## src/rtl/mbb_pkg.sv

```systemverilog
package mbb_pkg;
  typedef enum logic [1:0] {ST_IDLE, ST_ADDR, ST_DATA} bus_state_e;
  typedef enum logic [1:0] {LANE_BOTH, LANE_UP, LANE_LO} lane_e;
endpackage

```

## src/rtl/mbb_area_regs.sv

```systemverilog
module mbb_area_regs #(
  parameter int N_AREA   = 4,
  parameter int HI_W     = 8,
  parameter int WAIT_W   = 4,
  parameter bit DEF_WIDE = 1'b1,
  localparam int IDX_W   = (N_AREA > 1) ? $clog2(N_AREA) : 1
) (
  input  logic              clk_i,
  input  logic              rst_ni,
  input  logic              cfg_we_i,
  input  logic [IDX_W-1:0]  cfg_area_i,
  input  logic              cfg_en_i,
  input  logic [HI_W-1:0]   cfg_base_i,
  input  logic [HI_W-1:0]   cfg_mask_i,
  input  logic              cfg_wide_i,
  input  logic [WAIT_W-1:0] cfg_wait_i,
  input  logic [HI_W-1:0]   look_hi_i,
  output logic [N_AREA-1:0] hit_oh_o,
  output logic              wide_o,
  output logic [WAIT_W-1:0] wait_o
);
  logic [N_AREA-1:0] en_q, wide_q, match;
  logic [HI_W-1:0]   base_q [N_AREA];
  logic [HI_W-1:0]   mask_q [N_AREA];
  logic [WAIT_W-1:0] wait_q [N_AREA];

  for (genvar i = 0; i < N_AREA; i++) begin : g_area
    always_ff @(posedge clk_i or negedge rst_ni) begin
      if (!rst_ni) begin
        en_q[i]   <= 1'b0;
        wide_q[i] <= 1'b0;
        base_q[i] <= '0;
        mask_q[i] <= '0;
        wait_q[i] <= '0;
      end else if (cfg_we_i && cfg_area_i == IDX_W'(i)) begin
        en_q[i]   <= cfg_en_i;
        wide_q[i] <= cfg_wide_i;
        base_q[i] <= cfg_base_i;
        mask_q[i] <= cfg_mask_i;
        wait_q[i] <= cfg_wait_i;
      end
    end
    assign match[i] = en_q[i] && ((look_hi_i & mask_q[i]) == (base_q[i] & mask_q[i]));
  end

  // lowest index wins
  always_comb begin
    logic found;
    found    = 1'b0;
    hit_oh_o = '0;
    for (int i = 0; i < N_AREA; i++) begin
      if (match[i] && !found) begin
        hit_oh_o[i] = 1'b1;
        found       = 1'b1;
      end
    end
  end

  always_comb begin
    wide_o = (hit_oh_o == '0) ? DEF_WIDE : 1'b0;
    wait_o = '0;
    for (int i = 0; i < N_AREA; i++) begin
      if (hit_oh_o[i]) begin
        wide_o = wide_q[i];
        wait_o = wait_q[i];
      end
    end
  end

  always_comb begin
    assert_hit_onehot_R5: assert ($onehot0(hit_oh_o));
  end
endmodule

```

## src/rtl/mbb_lane_steer.sv

```systemverilog
module mbb_lane_steer
  import mbb_pkg::*;
#(
  parameter int LANE_W = 8,
  localparam int DATA_W = 2 * LANE_W
) (
  input  logic              wide_i,
  input  logic              half_i,
  input  logic              a0_i,
  input  logic              beat_i,
  input  logic [DATA_W-1:0] wdata_i,
  input  logic [DATA_W-1:0] bus_i,
  output lane_e             lane_o,
  output logic [DATA_W-1:0] bus_wdata_o,
  output logic [1:0]        wr_act_o,
  output logic [LANE_W-1:0] rd_byte_o
);
  logic [LANE_W-1:0] wbyte;

  always_comb begin
    if (!wide_i)      lane_o = LANE_UP;
    else if (half_i)  lane_o = LANE_BOTH;
    else if (a0_i)    lane_o = LANE_LO;
    else              lane_o = LANE_UP;
  end

  // narrow halfword: upper byte on first beat
  assign wbyte = (half_i && !beat_i) ? wdata_i[DATA_W-1:LANE_W] : wdata_i[LANE_W-1:0];

  always_comb begin
    unique case (lane_o)
      LANE_BOTH: begin bus_wdata_o = wdata_i;        wr_act_o = 2'b11; end
      LANE_LO:   begin bus_wdata_o = {wbyte, wbyte}; wr_act_o = 2'b10; end
      default:   begin bus_wdata_o = {wbyte, wbyte}; wr_act_o = 2'b01; end
    endcase
  end

  assign rd_byte_o = (lane_o == LANE_LO) ? bus_i[LANE_W-1:0] : bus_i[DATA_W-1:LANE_W];
endmodule

```

## src/rtl/mbb_bus_ctrl.sv

```systemverilog
module mbb_bus_ctrl
  import mbb_pkg::*;
#(
  parameter int N_AREA     = 4,
  parameter int ADDR_W     = 24,
  parameter int LANE_W     = 8,
  parameter int AREA_SHIFT = 16,
  parameter int WAIT_W     = 4,
  parameter bit DEF_WIDE   = 1'b1,
  localparam int DATA_W    = 2 * LANE_W,
  localparam int HI_W      = ADDR_W - AREA_SHIFT,
  localparam int IDX_W     = (N_AREA > 1) ? $clog2(N_AREA) : 1
) (
  input  logic              clk_i,
  input  logic              rst_ni,
  input  logic              cfg_we_i,
  input  logic [IDX_W-1:0]  cfg_area_i,
  input  logic              cfg_en_i,
  input  logic [HI_W-1:0]   cfg_base_i,
  input  logic [HI_W-1:0]   cfg_mask_i,
  input  logic              cfg_wide_i,
  input  logic [WAIT_W-1:0] cfg_wait_i,
  input  logic              req_valid_i,
  output logic              req_ready_o,
  input  logic              req_write_i,
  input  logic              req_half_i,
  input  logic [ADDR_W-1:0] req_addr_i,
  input  logic [DATA_W-1:0] req_wdata_i,
  output logic              rsp_valid_o,
  output logic [DATA_W-1:0] rsp_rdata_o,
  output logic [HI_W-1:0]   addr_hi_o,
  output logic [DATA_W-1:0] ad_o,
  output logic              ad_oe_o,
  input  logic [DATA_W-1:0] ad_i,
  output logic              as_no,
  output logic              rd_no,
  output logic [1:0]        wr_no,
  output logic [N_AREA-1:0] cs_no,
  input  logic              rdy_i
);
  bus_state_e        state_q;
  logic [ADDR_W-1:0] addr_q;
  logic [DATA_W-1:0] wdata_q, rdata_q;
  logic              write_q, half_q, wide_q, beat_q, rsp_q;
  logic [N_AREA-1:0] cs_oh_q, hit_oh;
  logic [WAIT_W-1:0] waits_q, cnt_q, hit_wait;
  logic              hit_wide, a0, last_beat, busy;
  lane_e             lane;
  logic [DATA_W-1:0] bus_wdata;
  logic [1:0]        wr_act;
  logic [LANE_W-1:0] rd_byte;

  mbb_area_regs #(
    .N_AREA(N_AREA), .HI_W(HI_W), .WAIT_W(WAIT_W), .DEF_WIDE(DEF_WIDE)
  ) u_areas (
    .clk_i, .rst_ni,
    .cfg_we_i, .cfg_area_i, .cfg_en_i, .cfg_base_i, .cfg_mask_i,
    .cfg_wide_i, .cfg_wait_i,
    .look_hi_i (req_addr_i[ADDR_W-1:AREA_SHIFT]),
    .hit_oh_o  (hit_oh),
    .wide_o    (hit_wide),
    .wait_o    (hit_wait)
  );

  assign a0 = half_q ? beat_q : addr_q[0];

  mbb_lane_steer #(.LANE_W(LANE_W)) u_lanes (
    .wide_i (wide_q), .half_i (half_q), .a0_i (a0), .beat_i (beat_q),
    .wdata_i (wdata_q), .bus_i (ad_i),
    .lane_o (lane), .bus_wdata_o (bus_wdata), .wr_act_o (wr_act), .rd_byte_o (rd_byte)
  );

  assign last_beat = wide_q || !half_q || beat_q;

  always_ff @(posedge clk_i or negedge rst_ni) begin
    if (!rst_ni) begin
      state_q <= ST_IDLE;
      addr_q  <= '0;
      wdata_q <= '0;
      rdata_q <= '0;
      write_q <= 1'b0;
      half_q  <= 1'b0;
      wide_q  <= 1'b0;
      beat_q  <= 1'b0;
      rsp_q   <= 1'b0;
      cs_oh_q <= '0;
      waits_q <= '0;
      cnt_q   <= '0;
    end else begin
      rsp_q <= 1'b0;
      unique case (state_q)
        ST_IDLE: if (req_valid_i) begin
          addr_q  <= {req_addr_i[ADDR_W-1:1], req_addr_i[0] & ~req_half_i};
          wdata_q <= req_wdata_i;
          write_q <= req_write_i;
          half_q  <= req_half_i;
          cs_oh_q <= hit_oh;
          wide_q  <= hit_wide;
          waits_q <= hit_wait;
          beat_q  <= 1'b0;
          rdata_q <= '0;
          state_q <= ST_ADDR;
        end
        ST_ADDR: begin
          cnt_q   <= waits_q;
          state_q <= ST_DATA;
        end
        ST_DATA: begin
          if (cnt_q != '0) begin
            cnt_q <= cnt_q - 1'b1;
          end else if (rdy_i) begin
            if (!write_q) begin
              if (lane == LANE_BOTH)        rdata_q <= ad_i;
              else if (!half_q)             rdata_q <= {{LANE_W{1'b0}}, rd_byte};
              else if (!beat_q)             rdata_q[DATA_W-1:LANE_W] <= rd_byte;
              else                          rdata_q[LANE_W-1:0] <= rd_byte;
            end
            if (last_beat) begin
              state_q <= ST_IDLE;
              rsp_q   <= 1'b1;
            end else begin
              beat_q  <= 1'b1;
              state_q <= ST_ADDR;
            end
          end
        end
        default: state_q <= ST_IDLE;
      endcase
    end
  end

  assign busy        = (state_q != ST_IDLE);
  assign req_ready_o = (state_q == ST_IDLE);
  assign rsp_valid_o = rsp_q;
  assign rsp_rdata_o = rdata_q;
  assign as_no       = (state_q != ST_ADDR);
  assign rd_no       = !(state_q == ST_DATA && !write_q);
  assign wr_no       = (state_q == ST_DATA && write_q) ? ~wr_act : 2'b11;
  assign cs_no       = busy ? ~cs_oh_q : '1;
  assign ad_oe_o     = (state_q == ST_ADDR) || (state_q == ST_DATA && write_q);
  assign addr_hi_o   = busy ? addr_q[ADDR_W-1:AREA_SHIFT] : '0;

  always_comb begin
    if (state_q == ST_ADDR)                 ad_o = {addr_q[DATA_W-1:1], a0};
    else if (state_q == ST_DATA && write_q) ad_o = bus_wdata;
    else                                    ad_o = '0;
  end

  assert_addr_one_clock_R2: assert property (@(posedge clk_i) disable iff (!rst_ni)
    !as_no |=> as_no);
  assert_rsp_pulse_R2: assert property (@(posedge clk_i) disable iff (!rst_ni)
    rsp_valid_o |=> !rsp_valid_o);
  assert_wait_hold_R3: assert property (@(posedge clk_i) disable iff (!rst_ni)
    (state_q == ST_DATA && cnt_q != '0) |=> (state_q == ST_DATA));
  assert_ready_stretch_R4: assert property (@(posedge clk_i) disable iff (!rst_ni)
    (state_q == ST_DATA && cnt_q == '0 && !rdy_i) |=> (state_q == ST_DATA && $stable(wr_no) && $stable(rd_no)));
  assert_cs_onehot_R5: assert property (@(posedge clk_i) disable iff (!rst_ni)
    $onehot0(~cs_no));
  assert_read_release_R9: assert property (@(posedge clk_i) disable iff (!rst_ni)
    !rd_no |-> (!ad_oe_o && wr_no == 2'b11));
endmodule

```

## config.mk

```make
export PLATFORM = sky130hd
export DESIGN_NAME = mbb_bus_ctrl
export DESIGN_NICKNAME = d
export VERILOG_FILES = /design/src/rtl/mbb_pkg.sv /design/src/rtl/mbb_area_regs.sv /design/src/rtl/mbb_lane_steer.sv /design/src/rtl/mbb_bus_ctrl.sv
export SDC_FILE = /design/constraint.sdc
export NUM_CORES = 1
export LEC_CHECK = 0
export BUFFER_PORTS_ARGS = -buffer_cell sky130_fd_sc_hd__buf_2
export CAP_MARGIN = 30
export CORE_MARGIN = 2
export CORE_UTILIZATION = 60
export CTS_CLUSTER_DIAMETER = 30
export DETAILED_ROUTE_END_ITERATION = 6
export GPL_ROUTABILITY_DRIVEN = 0
export PLACE_DENSITY = 0.85
export REMOVE_ABC_BUFFERS = 1
export SETUP_SLACK_MARGIN = 0.05
export SLEW_MARGIN = 30
export SYNTH_ARGS = -nofsm -noshare
export SYNTH_HDL_FRONTEND = slang
export SYNTH_SLANG_ARGS = --single-unit
```

## constraint.sdc

```tcl
create_clock -name clk_i -period 4.6 [get_ports clk_i]
set_input_delay 0.92 -clock clk_i [delete_from_list [all_inputs] [get_ports clk_i]]
set_output_delay 0.92 -clock clk_i [all_outputs]
set_load 0.05 [all_outputs]
```

== Yosys cells after proc, flatten, opt, wreduce, memory -nomap -nowiden ==
Index checks and enable logic that the tools add are counted.

* Add/sub/neg operators: 1
* Equality and inequality tests: 19
* Muxes and demuxes: 53
* Bitwise gates (word level): 12
* Reductions and logical operators: 38

{| class="wikitable"
|+ Operators with widths
! kind !! count
|-
| 16-bit 2-to-1 mux || 9
|-
| 8-bit bitwise AND || 8
|-
| 8-bit 2-to-1 mux || 5
|-
| 8-bit equality test || 4
|-
| 16-bit case mux with 2 select lines || 1
|-
| 4-bit 2-to-1 mux || 6
|-
| 1-bit 2-to-1 mux || 21
|-
| 1-bit logical AND || 14
|-
| 2-bit 2-to-1 mux || 7
|-
| 2-bit inequality test (second input constant) || 6
|-
| 6-bit AND reduction || 2
|-
| 2-bit equality test (second input constant) || 4
|-
| 4-bit inequality test (second input constant) || 2
|-
| 4-bit case mux with 2 select lines || 1
|-
| 1-bit zero test || 7
|-
| 2-bit zero test || 3
|-
| 2-bit case mux with 3 select lines || 1
|-
| 2-bit nonzero test || 3
|-
| 5-bit AND reduction || 1
|-
| 2-bit by 1-bit equality test with 1-bit output (second input constant) || 2
|-
| 4-bit zero test || 1
|-
| 4-bit inverter || 1
|-
| 2-bit case mux with 2 select lines || 1
|-
| 2-bit AND reduction || 2
|-
| other kinds (9) || 11
|}

* Register bits after elaboration: 163
* Input port bits: 87
* Output and inout port bits: 51
* Logic and storage cells: 156

== Longest topological paths before layout ==
* Depth in word-level cells: 19
* Depth in mapped cells: 9
* Depth with buffers taken out: 8

== Modules after synthesis ==
A second synthesis with hierarchy kept.

* Cell total of the unflattened synthesis: 605
* Area, all modules: 7812.5 um2

{| class="wikitable"
|+ Modules (own cells, without submodules)
! module !! instances !! cells each !! area each (um2) !! seq. area each (um2)
|-
| mbb_area_regs || 1 || 277 || 3938.8 || 2202.1
|-
| mbb_bus_ctrl || 1 || 296 || 3544.6 || 1876.8
|-
| mbb_lane_steer || 1 || 32 || 329.1 || 0.0
|}

== Worst setup path before layout ==
OpenSTA, ideal clock, no wires.

* Kind: flip-flop to output port
* Start point: reg state_q[0]
* End point: out ad_o[10]
* Arrival: 2.391 ns
* Data required time: 3.680 ns
* Slack: 1.289 ns
* Stages on the path, launching flop included: 7
* Path buffers: 3
* Cells stage by stage: dfrtp_1 clkbuf_1 nor2b_1 clkbuf_1 nand2_1 clkbuf_1 o21ai_0

* Longest elaborated chain between the ends: 4
* Elaborated cells between the ends (all ways): 5
* Those cells by class: eq/ne: 2; mux: 2; reduce/logical: 1

{| class="wikitable"
|+ Ends and longest elaborated chain
! what !! RTL line !! RTL
|-
| start: declaration || mbb_bus_ctrl.sv:41 || <nowiki>bus_state_e state_q;</nowiki>
|-
| start signal: assignment || mbb_bus_ctrl.sv:77 || <nowiki>state_q <= ST_IDLE;</nowiki>
|-
| start signal: assignment || mbb_bus_ctrl.sv:102 || <nowiki>state_q <= ST_ADDR;</nowiki>
|-
| start signal: assignment || mbb_bus_ctrl.sv:106 || <nowiki>state_q <= ST_DATA;</nowiki>
|-
| 2-bit equality test || mbb_bus_ctrl.sv:145 || <nowiki>else if (state_q == ST_DATA && write_q) ad_o = bus_wdata;</nowiki>
|-
| 1-bit logical AND || mbb_bus_ctrl.sv:145 ||
|-
| 16-bit 2-to-1 mux || mbb_bus_ctrl.sv:145 ||
|-
| 16-bit 2-to-1 mux (*) || mbb_bus_ctrl.sv:144 || <nowiki>if (state_q == ST_ADDR) ad_o = {addr_q[DATA_W-1:1], a0};</nowiki>
|-
| end: declaration || mbb_bus_ctrl.sv:32 || <nowiki>output logic [DATA_W-1:0] ad_o,</nowiki>
|}

Mark *: on every way between the ends. The rest lies on a longest branch, timed or not.

== Final worst setup path ==
* Start point: reg state_q[1]
* End point: out ad_o[1]

Same word-level chain as after synthesis.

==> impl_metrics.ini <==
[run_status]
status = complete, no violations

[synth]
ys_async_sr_fraction_pct = 100.0
synth_top_area_share_pct = 52.97
yosys-top-cells-count = nand2_1 (173), dfrtp_1 (163), mux2_2 (93)
yosysTopAreaCell = dfrtp_1
ys_ff_latch = 163
ys_warn_count = 0
synth_cells = 694
synthesis.area_sq_um = 7701
synth-main-ff-cell = dfrtp_1
synthTopCellsByArea = dfrtp_1 (53%), mux2_2 (14%), nand2_1 (8.4%)
synth.distinct_cells = 53
avgSynthCellArea_sq_um = 11.10
synth_edf_count = 0
synth_most_common_cell = nand2_1
yosysSeqAreaShare_pct = 52.97

[cells_and_area]
fin_nets = 904
multi_input_area_sq_um = 3425
fillers = 868
syn2layout_area_growth_pct = 18.29
ff_latch_area_sq_um = 4079
drive_above_1_share_pct = 36.59
finish.utilization_pct = 72.48

[timing]
hold_viol = 0
tns_ps = 0
maxSlewViolCount = 0
period_share_pct = 84.12
finalSetupViolations = 0
period_needed_ps = 3869
fmax_mhz = 258.4
rsz0062_at_grt = false
tightestPinTransition_ps = 964.5
max_slew_margin_pct = 35.70
skew_ps = 6.588

[route]
route.detailed.drc = 0
vias = 5762
routed_wl_um = 17880
routedWlPerCell_um = 17.87
routed_via_density = 5.756
drt_iter0_markers = 455
dr.pass1.iters = 5
antenna_left = 0

[grt]
first_global_vias = 5732
grt_overflow = 0
grtUsageTotal_pct = 27.30
antenna_found_initial = 1
grt_max_degree = 120
grt_pass1_wl_um = 28270
met3_usage_pct = 6.437
use_met2_pct = 45.94
busiest_layer = met2
gr-usage-met1_pct = 34.11

[floorplanning]
coreArea_sq_um = 12570
die_w_um = 117.3
die_h_um = 117.3
io_pins = 138
start_util_pct = 61.27
dieArea_sq_um = 13760
num_rows = 41

[power]
seqPwrFrac_pct = 38.1
ir_drop_mv = 0.3418
power.switching_uw = 2292
power.total_uw = 5776
leakage_uw = 0.004444
clock_power_share_pct = 25.2
p_per_area_nw_per_um2 = 634.1
p_comb_share_pct = 36.7
swShare_pct = 39.68
p_int_uw = 3484

[clock_tree]
post_cts_resized = 0
clock_latency_ps = 430
cts_hold_buf = 0
clock-sinks = 163
cts_buffer_depth = 2
post-cts-setup-buffers = 0
h-tree-depth = 4
numCtsBuffers = 17
cts.clk_slew.worst_paths_ps = 60
tritoncts = yes
cts-root-buf = clkbuf_16

[min_path]
holdPathStages = 2
hp-class = reg2reg

[setup_path]
arrival_ps = 2950
critPathCaptureType = primary output
crit_fanout = 20
startpoint_type = flip-flop
required_ps = 3680
rr_worst_depth = 5
crit_type = reg2out

[job]
cap_violations = 0

[placement]
hpwl_um = 12180
port_buffers = 137
==> power groups by stage <==
stage | Combinational [uW] | Sequential [uW] | Clock, uW
after floorplan | 1420 | 2270 | 0
after global placement | 2020 | 2160 | 0
after detailed placement | 2100 | 2210 | 0
after CTS | 2120 | 2190 | 1480
after global routing | 2300 | 2250 | 1540
final | 2120 | 2200 | 1460
==> kinds of logic (layout without fill, tap and decap cells) <==
group	count (synthesis)	after routing	synth area share [%]
flops	163	163	52.97
simple gates	239	239	13.81
fa+ha+maj	2	2	0.3249
buf+inv	47	181	3.038
xor+xnor	33	33	3.753
other cells	0	1	0
mux	130	130	18.98
compound gates	80	80	7.133
==> through the flow <==
step	area [sq um]	instances	setup WS, ps	hold WS [ps]
floorplan	7486	652	736.5	437.9
global placement	8458	968	1346	450.5
detailed placement	8471	968	1278	454.7
CTS	9092	1000	779.8	470.5
global route	9107	1000	527.0	502.4
finish	9110	1001	730.6	467.0
==> area by class of cell <==
type / instances / share of cell area (%)
timing repair buffer: 144 / 8.213
tap: 172 / 2.362
clock inverter: 12 / 1.703
multi-input combinational: 484 / 37.59
clock buffer: 20 / 5.123
inverter: 5 / 0.2060
sequential: 163 / 44.77
antenna: 1 / 0.02747
==> path summary, 6_finish.rpt <==
kind / from / end / slack [ps]
worst min register to register: addr_q[21] / addr_q[21] / 470
min in group asynchronous: rst_ni / addr_q[11] / 570
max in group asynchronous: rst_ni / rsp_rdata_o[1] / 3190
worst min-delay path: addr_q[21] / addr_q[21] / 470
worst max register to register: state_q[1] / addr_q[0] / 1780
worst max-delay path: state_q[1] / ad_o[1] / 730
==> flip-flops by register name, summed over array words and instances, names as in the netlist <==
signal and cells:
u_areas.en_q 4, write_q 1, wide_q 1, u_areas.wait_q 16
cnt_q 4, cs_oh_q 4, u_areas.mask_q 32, beat_q 1
half_q 1, rsp_valid_o 1, state_q 2, u_areas.wide_q 4
rsp_rdata_o 16, waits_q 4, u_areas.base_q 32, wdata_q 16
addr_q 24
==> cell usage in the layout (no fill, tap or decap), drive strengths merged, types with 3 or more instances in the layout <==
cell,instances
nand3b,3
and3,12
clkinv,4
mux2,104
o31a,4
inv,5
or2,3
buf,144
nor2b,12
clkinvlp,5
dfrtp,163
mux2i,26
xor2,32
clkbuf,20
a21oi,13
bufinv,3
o31ai,6
nor2,13
nand2,173
a22oi,11
o21ai,32
or3,6
nor3b,4
==> worst max-delay path, cell delays in order, from the launching register on <==
cell and delay [ps]:
dfrtp_1 710, nor2b_1 570, nand2_1 530, o21ai_0 380, buf_2 320
==> routing by layer <==
metal	share of wire, %	vias up
met2	49	259
met3	6.6	45
met4	2.6	0
li1	-	2620
met5	0	-
met1	42	2838
Note: power is estimated with default switching activity, not from simulation.
